**config.mk**
```make
export PLATFORM = sky130hd
export DESIGN_NAME = sport_dma_addrgen
export DESIGN_NICKNAME = d
export VERILOG_FILES = /design/src/rtl/sdma_pkg.sv /design/src/rtl/sdma_regdec.sv /design/src/rtl/sdma_arb.sv /design/src/rtl/sdma_chan.sv /design/src/rtl/sport_dma_addrgen.sv
export SDC_FILE = /design/constraint.sdc
export NUM_CORES = 1
export LEC_CHECK = 0
export BUFFER_PORTS_ARGS = -buffer_cell sky130_fd_sc_hd__buf_2
export CAP_MARGIN = 5
export CORE_ASPECT_RATIO = 1.75
export CORE_UTILIZATION = 68
export DETAILED_ROUTE_END_ITERATION = 12
export PLACE_DENSITY = 0.84
export SKIP_CTS_REPAIR_TIMING = 1
export SLEW_MARGIN = 20
export SYNTH_ARGS = -nofsm -noshare
export SYNTH_HDL_FRONTEND = slang
export SYNTH_SLANG_ARGS = --single-unit
```
**constraint.sdc**
```tcl
create_clock -name clk -period 5.8 [get_ports clk]
set_clock_uncertainty 0.2 [all_clocks]
set_input_delay 1.16 -clock clk [delete_from_list [all_inputs] [get_ports clk]]
set_output_delay 1.16 -clock clk [all_outputs]
set_load 0.005 [all_outputs]
```
**src/rtl/sdma_pkg.sv**
```systemverilog
package sdma_pkg;
   typedef enum logic [1:0] {
      FLD_INDEX  = 2'd0,
      FLD_MODIFY = 2'd1,
      FLD_COUNT  = 2'd2,
      FLD_CHAIN  = 2'd3
   } sdma_field_e;
endpackage

```
**src/rtl/sdma_regdec.sv**
```systemverilog
module sdma_regdec
   import sdma_pkg::*;
#(
   parameter int NUM_CH   = 4,
   parameter int REG_AW   = 8,
   parameter int CH_BASE  = 'h40,
   parameter int CTRL_OFF = 'h00
) (
   input  logic [REG_AW-1:0] addr,
   output logic [NUM_CH-1:0] ch_hit,
   output logic              ctrl_hit,
   output sdma_field_e       fld
);
   localparam int BASE_SLOT = CH_BASE / 4;

   if ((CH_BASE % 4) != 0) begin : g_bad_align
      $error("CH_BASE must be a multiple of four");
   end
   if (CH_BASE + 4 * NUM_CH > (1 << REG_AW)) begin : g_bad_span
      $error("channel registers exceed the register space");
   end
   if (CTRL_OFF >= CH_BASE) begin : g_bad_ctrl
      $error("control offset must lie below the channel block");
   end

   assign fld      = sdma_field_e'(addr[1:0]);
   assign ctrl_hit = (addr == REG_AW'(CTRL_OFF));

   for (genvar n = 0; n < NUM_CH; n++) begin : g_hit
      assign ch_hit[n] = (addr[REG_AW-1:2] == (REG_AW-2)'(BASE_SLOT + n));
   end
endmodule

```
**src/rtl/sdma_arb.sv**
```systemverilog
module sdma_arb #(
   parameter int NUM_CH = 4
) (
   input  logic              clk,
   input  logic              rst_n,
   input  logic [NUM_CH-1:0] elig,
   output logic [NUM_CH-1:0] grant
);
   always_comb begin
      logic taken;
      taken = 1'b0;
      grant = '0;
      for (int i = 0; i < NUM_CH; i++) begin
         if (elig[i] && !taken) begin
            grant[i] = 1'b1;
            taken    = 1'b1;
         end
      end
   end

   // a single winner per cycle
   p_onehot_grant_r7: assert property (@(posedge clk) disable iff (!rst_n)
      $onehot0(grant));

   // nothing eligible below the winner
   p_lowest_first_r7: assert property (@(posedge clk) disable iff (!rst_n)
      (grant != '0) |-> (((grant - 1'b1) & elig) == '0));

   // some winner whenever anyone is eligible
   p_no_starve_r7: assert property (@(posedge clk) disable iff (!rst_n)
      (elig != '0) |-> (grant != '0));
endmodule

```
**src/rtl/sdma_chan.sv**
```systemverilog
module sdma_chan
   import sdma_pkg::*;
#(
   parameter int ADDR_W = 19,
   parameter int CNT_W  = 16,
   parameter int DATA_W = 19
) (
   input  logic              clk,
   input  logic              rst_n,
   input  logic              wr,
   input  logic              sel,
   input  sdma_field_e       fld,
   input  logic [DATA_W-1:0] wdata,
   input  logic              en_wr,
   input  logic              en_wbit,
   input  logic              req,
   input  logic              grant,
   output logic              active,
   output logic [ADDR_W-1:0] index,
   output logic [ADDR_W-1:0] modify,
   output logic [CNT_W-1:0]  count,
   output logic [ADDR_W-1:0] chain,
   output logic              enable,
   output logic              irq
);
   localparam logic [CNT_W-1:0] CNT_ONE = CNT_W'(1);

   logic wr_idx, wr_mod, wr_cnt, wr_chp, done;

   assign wr_idx = wr && sel && (fld == FLD_INDEX);
   assign wr_mod = wr && sel && (fld == FLD_MODIFY);
   assign wr_cnt = wr && sel && (fld == FLD_COUNT);
   assign wr_chp = wr && sel && (fld == FLD_CHAIN);
   assign done   = grant && (count == CNT_ONE) && !wr_cnt;
   assign active = enable && (count != '0);

   always_ff @(posedge clk) begin
      if (!rst_n) begin
         index  <= '0;
         modify <= '0;
         count  <= '0;
         chain  <= '0;
         enable <= 1'b0;
         irq    <= 1'b0;
      end else begin
         irq <= done;
         if (wr_idx)     index <= wdata[ADDR_W-1:0];
         else if (grant) index <= index + modify;
         if (wr_mod)     modify <= wdata[ADDR_W-1:0];
         if (wr_cnt)     count <= wdata[CNT_W-1:0];
         else if (grant) count <= count - CNT_ONE;
         if (wr_chp)     chain <= wdata[ADDR_W-1:0];
         if (done)       enable <= 1'b0;
         else if (en_wr) enable <= en_wbit;
      end
   end

   // an acknowledge needs a live channel and a request
   p_grant_gated_r3: assert property (@(posedge clk) disable iff (!rst_n)
      grant |-> (req && enable && (count != '0)));

   // the index moves by the stride on an unopposed transfer
   p_index_step_r4: assert property (@(posedge clk) disable iff (!rst_n)
      (grant && !wr_idx) |=> (index == ADDR_W'($past(index) + $past(modify))));

   // the count drops by one on an unopposed transfer
   p_count_dec_r5: assert property (@(posedge clk) disable iff (!rst_n)
      (grant && !wr_cnt) |=> (count == CNT_W'($past(count) - CNT_ONE)));

   // an idle channel keeps its index
   p_idle_hold_r3: assert property (@(posedge clk) disable iff (!rst_n)
      (!grant && !wr_idx) |=> $stable(index));

   // the interrupt arrives with the channel already off
   p_irq_disabled_r6: assert property (@(posedge clk) disable iff (!rst_n)
      irq |-> (!enable && (count == '0)));

   // the interrupt lasts one cycle
   p_irq_pulse_r6: assert property (@(posedge clk) disable iff (!rst_n)
      irq |=> !irq);
endmodule

```
**src/rtl/sport_dma_addrgen.sv**
```systemverilog
module sport_dma_addrgen
   import sdma_pkg::*;
#(
   parameter int NUM_CH   = 4,
   parameter int ADDR_W   = 19,
   parameter int CNT_W    = 16,
   parameter int REG_AW   = 8,
   parameter int CH_BASE  = 'h40,
   parameter int CTRL_OFF = 'h00
) (
   input  logic                clk,
   input  logic                rst_n,
   input  logic                reg_wr,
   input  logic [REG_AW-1:0]   reg_addr,
   input  logic [ADDR_W-1:0]   reg_wdata,
   output logic [ADDR_W-1:0]   reg_rdata,
   input  logic [NUM_CH-1:0]   xfer_req,
   output logic [NUM_CH-1:0]   xfer_ack,
   output logic [ADDR_W-1:0]   xfer_addr,
   output logic [NUM_CH-1:0]   ch_irq
);
   localparam int DATA_W = ADDR_W;

   if (CNT_W > DATA_W) begin : g_bad_cnt
      $error("count must fit the register data width");
   end
   if (NUM_CH > DATA_W) begin : g_bad_nch
      $error("enable bits must fit the register data width");
   end
   if (NUM_CH < 1) begin : g_bad_min
      $error("at least one channel is needed");
   end

   logic [NUM_CH-1:0] ch_hit, active, enable, elig;
   logic              ctrl_hit;
   sdma_field_e       fld;
   logic [ADDR_W-1:0] ch_index  [NUM_CH];
   logic [ADDR_W-1:0] ch_modify [NUM_CH];
   logic [ADDR_W-1:0] ch_chain  [NUM_CH];
   logic [CNT_W-1:0]  ch_count  [NUM_CH];

   sdma_regdec #(
      .NUM_CH(NUM_CH), .REG_AW(REG_AW), .CH_BASE(CH_BASE), .CTRL_OFF(CTRL_OFF)
   ) u_dec (
      .addr(reg_addr), .ch_hit(ch_hit), .ctrl_hit(ctrl_hit), .fld(fld)
   );

   assign elig = xfer_req & active;

   sdma_arb #(.NUM_CH(NUM_CH)) u_arb (
      .clk(clk), .rst_n(rst_n), .elig(elig), .grant(xfer_ack)
   );

   for (genvar n = 0; n < NUM_CH; n++) begin : g_ch
      sdma_chan #(.ADDR_W(ADDR_W), .CNT_W(CNT_W), .DATA_W(DATA_W)) u_chan (
         .clk(clk), .rst_n(rst_n),
         .wr(reg_wr), .sel(ch_hit[n]), .fld(fld), .wdata(reg_wdata),
         .en_wr(reg_wr && ctrl_hit), .en_wbit(reg_wdata[n]),
         .req(xfer_req[n]), .grant(xfer_ack[n]),
         .active(active[n]),
         .index(ch_index[n]), .modify(ch_modify[n]),
         .count(ch_count[n]), .chain(ch_chain[n]),
         .enable(enable[n]), .irq(ch_irq[n])
      );
   end

   always_comb begin
      xfer_addr = '0;
      for (int i = 0; i < NUM_CH; i++) begin
         xfer_addr = xfer_addr | (ch_index[i] & {ADDR_W{xfer_ack[i]}});
      end
   end

   always_comb begin
      reg_rdata = '0;
      if (ctrl_hit) reg_rdata[NUM_CH-1:0] = enable;
      for (int i = 0; i < NUM_CH; i++) begin
         if (ch_hit[i]) begin
            case (fld)
               FLD_INDEX:  reg_rdata = ch_index[i];
               FLD_MODIFY: reg_rdata = ch_modify[i];
               FLD_COUNT:  reg_rdata = DATA_W'(ch_count[i]);
               default:    reg_rdata = ch_chain[i];
            endcase
         end
      end
   end

   // a completion pulse only follows an acknowledge of that channel
   p_irq_after_ack_r6: assert property (@(posedge clk) disable iff (!rst_n)
      (ch_irq != '0) |-> (($past(xfer_ack) & ch_irq) == ch_irq));

   // the address output is quiet without an acknowledge
   p_addr_quiet_r4: assert property (@(posedge clk) disable iff (!rst_n)
      (xfer_ack == '0) |-> (xfer_addr == '0));
endmodule

```
==> summary.txt, run 1 <==
Run status
  • Status: finished, final reports clean

Routing
  • Drt wl/cell: 27.91 microns
  • Router iterations before antenna repair: 9
  • Vias: 19.08k
  • Drt drc: 0
  • Antenna viol nets, final: 0
  • Detailed Route Iter0 Violations: 2,551
  • Total Wirelength: 73,050 microns
  • Vias per cell: 7.289

STA
  • Final hold violations: 0
  • Worst slew pin tran: 1105 ps
  • Slew HR: 0.2618
  • Fin crit period: 5373 ps
  • Slew Viols, Final: 0
  • Fmax: 186.1 MHz
  • TNS Setup: 0 ps
  • Unrepaired setup endpoints after global routing: false
  • Period utilization: 0.9263
  • Endpoints failing setup: 0

Logic synthesis
  • Synth async-reset ratio: 0
  • Post-Syn Nets: 2,426
  • Synth area leaders: dfxtp_1 33%, nand2_1 9.3%, a21oi_1 7.6%, mux4_2 7.5%, ha_1 5.7%
  • Number of register bits inferred by synthesis: 300
  • Mean post-synth cell area: 7.981 sq um
  • Mapped cell area: 18,390 sq um
  • Distinct cells, synth: 71
  • Post-synth top flop: dfxtp_1
  • YS warnings: 0
  • Yosys top cell by area: dfxtp_1
  • Post-synth EDFFs: 0
  • Post-Syn Instances: 2,304
  • Top-area cell type share of the netlist area: 0.3266
  • Post-synthesis sequential area ratio: 0.3266

Global route
  • Total grt overflow: 0
  • Largest net degree at the start of global routing: 102
  • Number of global-route vias before repair: 17.79k
  • Initial antenna violation count: 13
  • Global Route Usage Sum: 0.5248
  • First-pass GRT wire length: 107,700 microns

Die
  • DIE AREA: 27,730 sq um
  • Initial Utilization: 0.6915
  • Io pins: 80
  • Core area: 26,590 sq um
  • Die Wd: 126.3 microns
  • Site row count: 79
  • Die height: 219.5 microns

Setup path
  • R2r startpoint: g_ch[1].u_chan.count[4]$_SDFFE_PN0P_
  • CP arrival: 4010 ps
  • Critical Path RT: 4440 ps
  • CP Class: flip-flop to output pin
  • Worst setup path start: g_ch[1].u_chan.count[4]$_SDFFE_PN0P_
  • Setup crit start kind: flip-flop
  • Endpoint class of the critical path: output pin
  • Crit Path Max Fanout: 43

Cells and area
  • Fin nets: 2,385
  • Layout cells sized above 1: 0.1154
  • Non-filler cells, final: 2,617
  • Commonest non-fill, non-tap cell in the layout: nand2_1
  • Most frequent cells in the layout: 455 x nand2_1, 300 x dfxtp_1, 280 x a21oi_1
  • Area Overhead vs Synth: 7.791%

Min path
  • Type of the most critical hold path: flip-flop to flip-flop
  • Min-Delay Startpoint: g_ch[0].u_chan.chain[8]$_SDFFE_PN0P_

Clocking
  • Clock sinks: 300
  • CTS buffer count: 30
  • Clk_lat worst skew: 590 ps
  • CTS tree: done
  • H-tree levels: 1
  • Maximum buffer depth of the clock tree: 3
  • Clock transition at the registers of the reported paths: 70 ps
  • Root Driver: clkbuf_16

Power and ir drop
  • Total power: 4458 uW
  • Power per Cell Area: 224.9 nW/um^2
  • Worst vdd ir: 0.3282 mV
  • Static leakage: 0.007380 uW

Placed design
  • GPL Wtd Cong: 1.079
  • Placed cells: 2,555
  • Hpwl dp: 50,450 microns
  • Port bufs: 79

Job
  • Max_cap viols: 0
[where the power goes]
group	internal (uW)	switching, uW
Clock	1230	924
Combinational	51.6	179
Sequential	2060	6.01
[worst max-delay path, stage by stage, from the launching register on]
cell and delay, ps:
dfxtp_1 360, or4_1 640, nor4_1 460, a21oi_2 290, or4_4 800, inv_6 380, a22oi_1 110, o21ai_0 160
buf_2 180
[through the flow]
stage | utilization | hold WS (ps) | worst slack (ps) | instance area, sq um
floorplan | - | 232.9 | 1178 | 18390
global placement | 0.7038 | 237.7 | 836.8 | 18710
detailed placement | 0.7039 | 244.4 | 885.7 | 18720
CTS | 0.7446 | 253.3 | 521.5 | 19800
global route | 0.7450 | 268.6 | 272.6 | 19810
finish | 0.7454 | 254.1 | 427.4 | 19820
[cells by family after synthesis]
group,Yosys count,share of synthesized area
fa+ha+maj,88,0.06151
simple gates,828,0.1961
flops,300,0.3266
mux,90,0.09159
buf+inv,215,0.04688
compound gates,680,0.2282
xor+xnor,103,0.04906
[per-layer routing]
layer,global-route usage,vias to the layer above,routed length [microns]
met2,0.7987,1460,31740
met4,0.5096,8,8455
met5,0,-,80
met1,0.5766,8870,23620
li1,-,8190,-
met3,0.1617,547,9151
[cell usage after synthesis, types with 5 or more instances]
master    count
nand2_1     457
dfxtp_1     300
a21oi_1     281
nor2_1      172
clkbuf_1    143
o21ai_0     116
ha_1         84
xnor2_1      70
mux4_2       61
a22oi_1      52
a211oi_1     45
nor3_1       36
a21o_1       34
a311oi_1     33
inv_1        33
xor2_1       33
nand3_1      30
a31oi_1      20
buf_1        20
or3_1        18
mux2_2       16
nand4_1      15
nor2b_1      15
mux2i_1      13
nand2b_1     13
o211ai_1     13
o21a_1       13
and2_1       12
and3_1       12
nor3b_1      11
nor4_1       11
a221oi_1     10
o22ai_1      10
buf_4         9
or4_1         7
a22o_1        6
buf_2         5
o31ai_1       5
or2_2         5
[path summary, 6_finish.rpt]
kind	to	slack, ps	cells after the start
max	xfer_addr[18]	430	8
min	g_ch[0].u_chan.chain[8]$_SDFFE_PN0P_	250	2
max reg2reg	g_ch[2].u_chan.count[15]$_SDFFE_PN0P_	1600	11
min reg2reg	g_ch[0].u_chan.chain[8]$_SDFFE_PN0P_	250	2
[final cells by class]
| cell class | count | area, sq um |
|---|---|---|
| Clock buffer | 39 | 865.8 |
| Antenna cell | 6 | 15.01 |
| Tap cell | 324 | 405.4 |
| Sequential cell | 300 | 6006 |
| Multi-Input combinational cell | 1789 | 11540 |
| Timing Repair Buffer | 105 | 620.6 |
| Inverter | 37 | 151.4 |
| Clock inverter | 17 | 215.2 |
| Fill cell | 1982 | 6769 |
[flip-flops by register name (all words and copies together) (netlist names)]
| name | cells |
|---|---|
| g_ch.u_chan.count | 64 |
| g_ch.u_chan.chain | 76 |
| g_ch.u_chan.index | 76 |
| g_ch.u_chan.irq | 4 |
| g_ch.u_chan.modify | 76 |
| g_ch.u_chan.enable | 4 |
No activity file was read; power rests on OpenSTA's default activity.
==> inputs of run 2 (changes only) <==
Settings changed: ABC_AREA from default to 1, CELL_PAD_IN_SITES_DETAIL_PLACEMENT from default to 2, CELL_PAD_IN_SITES_GLOBAL_PLACEMENT from default to 2, CORE_MARGIN from default to 3, CORE_UTILIZATION 68 to 38.
==> summary.txt, run 2 <==
Power and ir drop
  • Power share of the clock group: 0.495 (was 0.484)
  • Power per Cell Area: 213.3 nW/um^2 (was 224.9 nW/um^2)
  • Switching Fraction: 0.2668 (was 0.2487)
  • Worst vdd ir: 0.1731 mV (was 0.3282 mV)
  • P_int: 3416 uW (was 3349 uW)
  • Static leakage: 0.009190 uW (was 0.007380 uW)
  • Switching power: 1243 uW (was 1109 uW)
  • Gate power share: 0.061 (was 0.052)
  • Sequential Power Share: 0.444 (was 0.464)

Setup path
  • CP Class: input pin to output pin (was flip-flop to output pin)
  • CP arrival: 3580 ps (was 4010 ps)
  • Largest delay contributor family on the critical path: compound AO/OA/AOI/OAI gates (was simple AND/OR/NAND/NOR gates)
  • Critical Path RT: 4440 ps (about the same)
  • Crit Path Max Fanout: 18 (was 43)
  • Setup crit start kind: input pin (was flip-flop)
  • Endpoint class of the critical path: output pin (unchanged)
  • Crit path buf inv count: 5 (was 2)
  • CP Cell Sequence: buf_2 -> inv_1 -> nand2_2 -> inv_1 -> buf_4 -> nand2_1 -> o221ai_1 -> a21oi_1 -> o21ai_0 -> a21oi_1 -> o21ai_0 -> buf_2 (was or4_1 -> nor4_1 -> a21oi_2 -> or4_4 -> inv_6 -> a22oi_1 -> o21ai_0 -> buf_2)
  • Crit path largest cell delay: 380 ps (was 800 ps)
  • Max stage delay cell, worst path: nand2_2 (was or4_4)

Die
  • Core area: 51,610 sq um (was 26,590 sq um)
  • Io pins: 80 (unchanged)
  • Site row count: 110 (was 79)
  • DIE AREA: 55,260 sq um (was 27,730 sq um)
  • Die height: 308.7 microns (was 219.5 microns)
  • Die Wd: 179.0 microns (was 126.3 microns)
  • Initial Utilization: 0.3856 (was 0.6915)

Placed design
  • Hpwl dp: 86,060 microns (was 50,450 microns)
  • Pre-CTS WS: 955.0 ps (was 885.7 ps)
  • GPL Wtd Cong: 1.005 (was 1.079)
  • Port bufs: 79 (unchanged)

Global route
  • Largest net degree at the start of global routing: 104 (was 102)
  • First-pass GRT wire length: 165,700 microns (was 107,700 microns)
  • Total grt overflow: 0 (unchanged)
  • Number of global-route vias before repair: 25.34k (was 17.79k)
  • Global Route Usage Sum: 0.4067 (was 0.5248)
  • Initial antenna violation count: 2 (was 13)

STA
  • Worst slew pin tran: 1111 ps (was 1105 ps)
  • Slew Viols, Final: 0 (unchanged)
  • Slew HR: 0.2550 (was 0.2618)
  • Final hold violations: 0 (unchanged)
  • Endpoints failing setup: 0 (unchanged)
  • Unrepaired setup endpoints after global routing: false (unchanged)
  • Fin crit period: 4942 ps (was 5373 ps)
  • Fmax: 202.4 MHz (was 186.1 MHz)
  • Period utilization: 0.8520 (was 0.9263)
  • TNS Setup: 0 ps (unchanged)
  • Final WS setup: 858.2 ps (was 427.4 ps)

Routing
  • Total Wirelength: 113,500 microns (was 73,050 microns)
  • Detailed Route Iter0 Violations: 1,548 (was 2,551)
  • Router iterations before antenna repair: 5 (was 9)
  • Antenna viol nets, final: 0 (unchanged)
  • Vias per cell: 6.122 (was 7.289)
  • Vias: 23.18k (was 19.08k)
  • Drt drc: 0 (unchanged)
  • Drt wl/cell: 29.96 microns (was 27.91 microns)

Clocking
  • CTS buffer count: 35 (was 30)
  • Root Driver: clkbuf_16 (unchanged)
  • Maximum buffer depth of the clock tree: 3 (unchanged)
  • H-tree levels: 2 (was 1)
  • CTS tree: done (unchanged)
  • Clock transition at the registers of the reported paths: 70 ps (about the same)
  • Clock sinks: 300 (unchanged)
  • Clk_lat worst skew: 540 ps (was 590 ps)

Logic synthesis
  • Post-Syn Nets: 3,223 (was 2,426)
  • Synth cell count leaders: 676 x nand2_1, 372 x inv_1, 334 x a21oi_1 (was 457 x nand2_1, 300 x dfxtp_1, 281 x a21oi_1)
  • Post-Syn Instances: 3,101 (was 2,304)
  • Yosys top cell by area: dfxtp_1 (unchanged)
  • Mean post-synth cell area: 6.418 sq um (was 7.981 sq um)
  • Top-area cell type share of the netlist area: 0.3018 (was 0.3266)
  • Mapped cell area: 19,900 sq um (was 18,390 sq um)
  • Post-synth top flop: dfxtp_1 (unchanged)
  • Post-synth EDFFs: 0 (unchanged)
  • YS warnings: 0 (unchanged)
  • Synth async-reset ratio: 0 (unchanged)
  • Post-synthesis sequential area ratio: 0.3018 (was 0.3266)
  • Synth area leaders: dfxtp_1 30%, nand2_1 13%, a21oi_1 8.4%, inv_1 7.0%, o21ai_0 6.9% (was dfxtp_1 33%, nand2_1 9.3%, a21oi_1 7.6%, mux4_2 7.5%, ha_1 5.7%)
  • Top-count cell post-synth: nand2_1 (unchanged)
  • Distinct cells, synth: 53 (was 71)
  • Number of register bits inferred by synthesis: 300 (unchanged)

Cells and area
  • Fill count: 6,477 (was 1,982)
  • Area Overhead vs Synth: 9.757% (was 7.791%)
  • Commonest non-fill, non-tap cell in the layout: nand2_1 (unchanged)
  • Area of the multi-input gates: 11,760 sq um (was 11,540 sq um)
  • Layout cells sized above 1: 0.07420 (was 0.1154)
  • Fin util: 0.4232 (was 0.7454)
  • Biggest regs: g_ch.u_chan.chain (76), g_ch.u_chan.index (76), g_ch.u_chan.modify (76) (unchanged)
  • Most frequent cells in the layout: 670 x nand2_1, 372 x inv_1, 334 x a21oi_1 (was 455 x nand2_1, 300 x dfxtp_1, 280 x a21oi_1)
  • Fin nets: 3,213 (was 2,385)
  • Seq. cell area: 6006 sq um (unchanged)

Min path
  • Type of the most critical hold path: flip-flop to flip-flop (unchanged)

Run status
  • Status: finished, final reports clean (unchanged)

Job
  • Max_cap viols: 0 (unchanged)
-- run 2: power groups by stage --
stage / logic, uW / clock network, uW / registers, uW
floorplan: 126 / 0 / 2110
global placement: 261 / 0 / 2110
detailed placement: 269 / 0 / 2110
CTS: 271 / 2310 / 2070
global route: 289 / 2390 / 2070
finish: 283 / 2310 / 2070
-- run 2: cell families (layout without fill, tap and decap cells) --
kind of cell	count (synthesis)	count (layout)	share of synthesized area
AOI/OAI and AO/OA	812	812	0.2294
xor gates and xnor gates	68	68	0.02993
adders and majority gates	88	88	0.05683
buffers and inverters	549	561	0.1088
DFF	300	300	0.3018
other	0	2	0
and+or+nand+nor	1284	1284	0.2733
-- run 2: worst paths after layout --
path | startpoint | end | slack, ps | depth (start not counted)
worst max-delay path | reg_addr[1] | reg_rdata[7] | 860 | 12
worst min-delay path | g_ch[2].u_chan.chain[3]$_SDFFE_PN0P_ | g_ch[2].u_chan.chain[3]$_SDFFE_PN0P_ | 260 | 2
worst max register to register | g_ch[0].u_chan.count[0]$_SDFFE_PN0P_ | g_ch[1].u_chan.index[16]$_SDFFE_PN0P_ | 2340 | 13
worst min register to register | g_ch[2].u_chan.chain[3]$_SDFFE_PN0P_ | g_ch[2].u_chan.chain[3]$_SDFFE_PN0P_ | 260 | 2
-- run 2: per-layer routing --
| metal | routed length, microns | global-route usage | up-vias |
|---|---|---|---|
| met5 | 11 | 0 | - |
| met4 | 12750 | 0.3590 | 2 |
| met3 | 6492 | 0.06276 | 475 |
| met2 | 54930 | 0.6970 | 893 |
| met1 | 39260 | 0.4254 | 11550 |
| li1 | - | - | 10260 |
-- run 2: tightest hold or removal path, stage by stage, from the launching register on --
cell,delay [ps]
dfxtp_1,300
inv_1,60
a21oi_1,50
-- run 2: layout make-up --
class                   count  share of cell area
multi-input cells        2252              0.5383
flip-flops and latches    300              0.2749
inverters                 391             0.06730
clock buffers              44             0.04393
well taps                 672             0.03849
repair buffers            111             0.02921
clock inverters            15            0.007561
diodes                      2           0.0002291
-- run 2: through the flow --
stage,power (uW),hold WS [ps],instances,cell area [sq um]
after floorplan,2238,224.5,3101,19900
after global placement,2375,234.1,3726,20710
after detailed placement,2383,249.0,3726,20710
after CTS,4652,259.2,3785,21830
after global routing,4743,274.2,3785,21840
final,4659,257.8,3787,21840
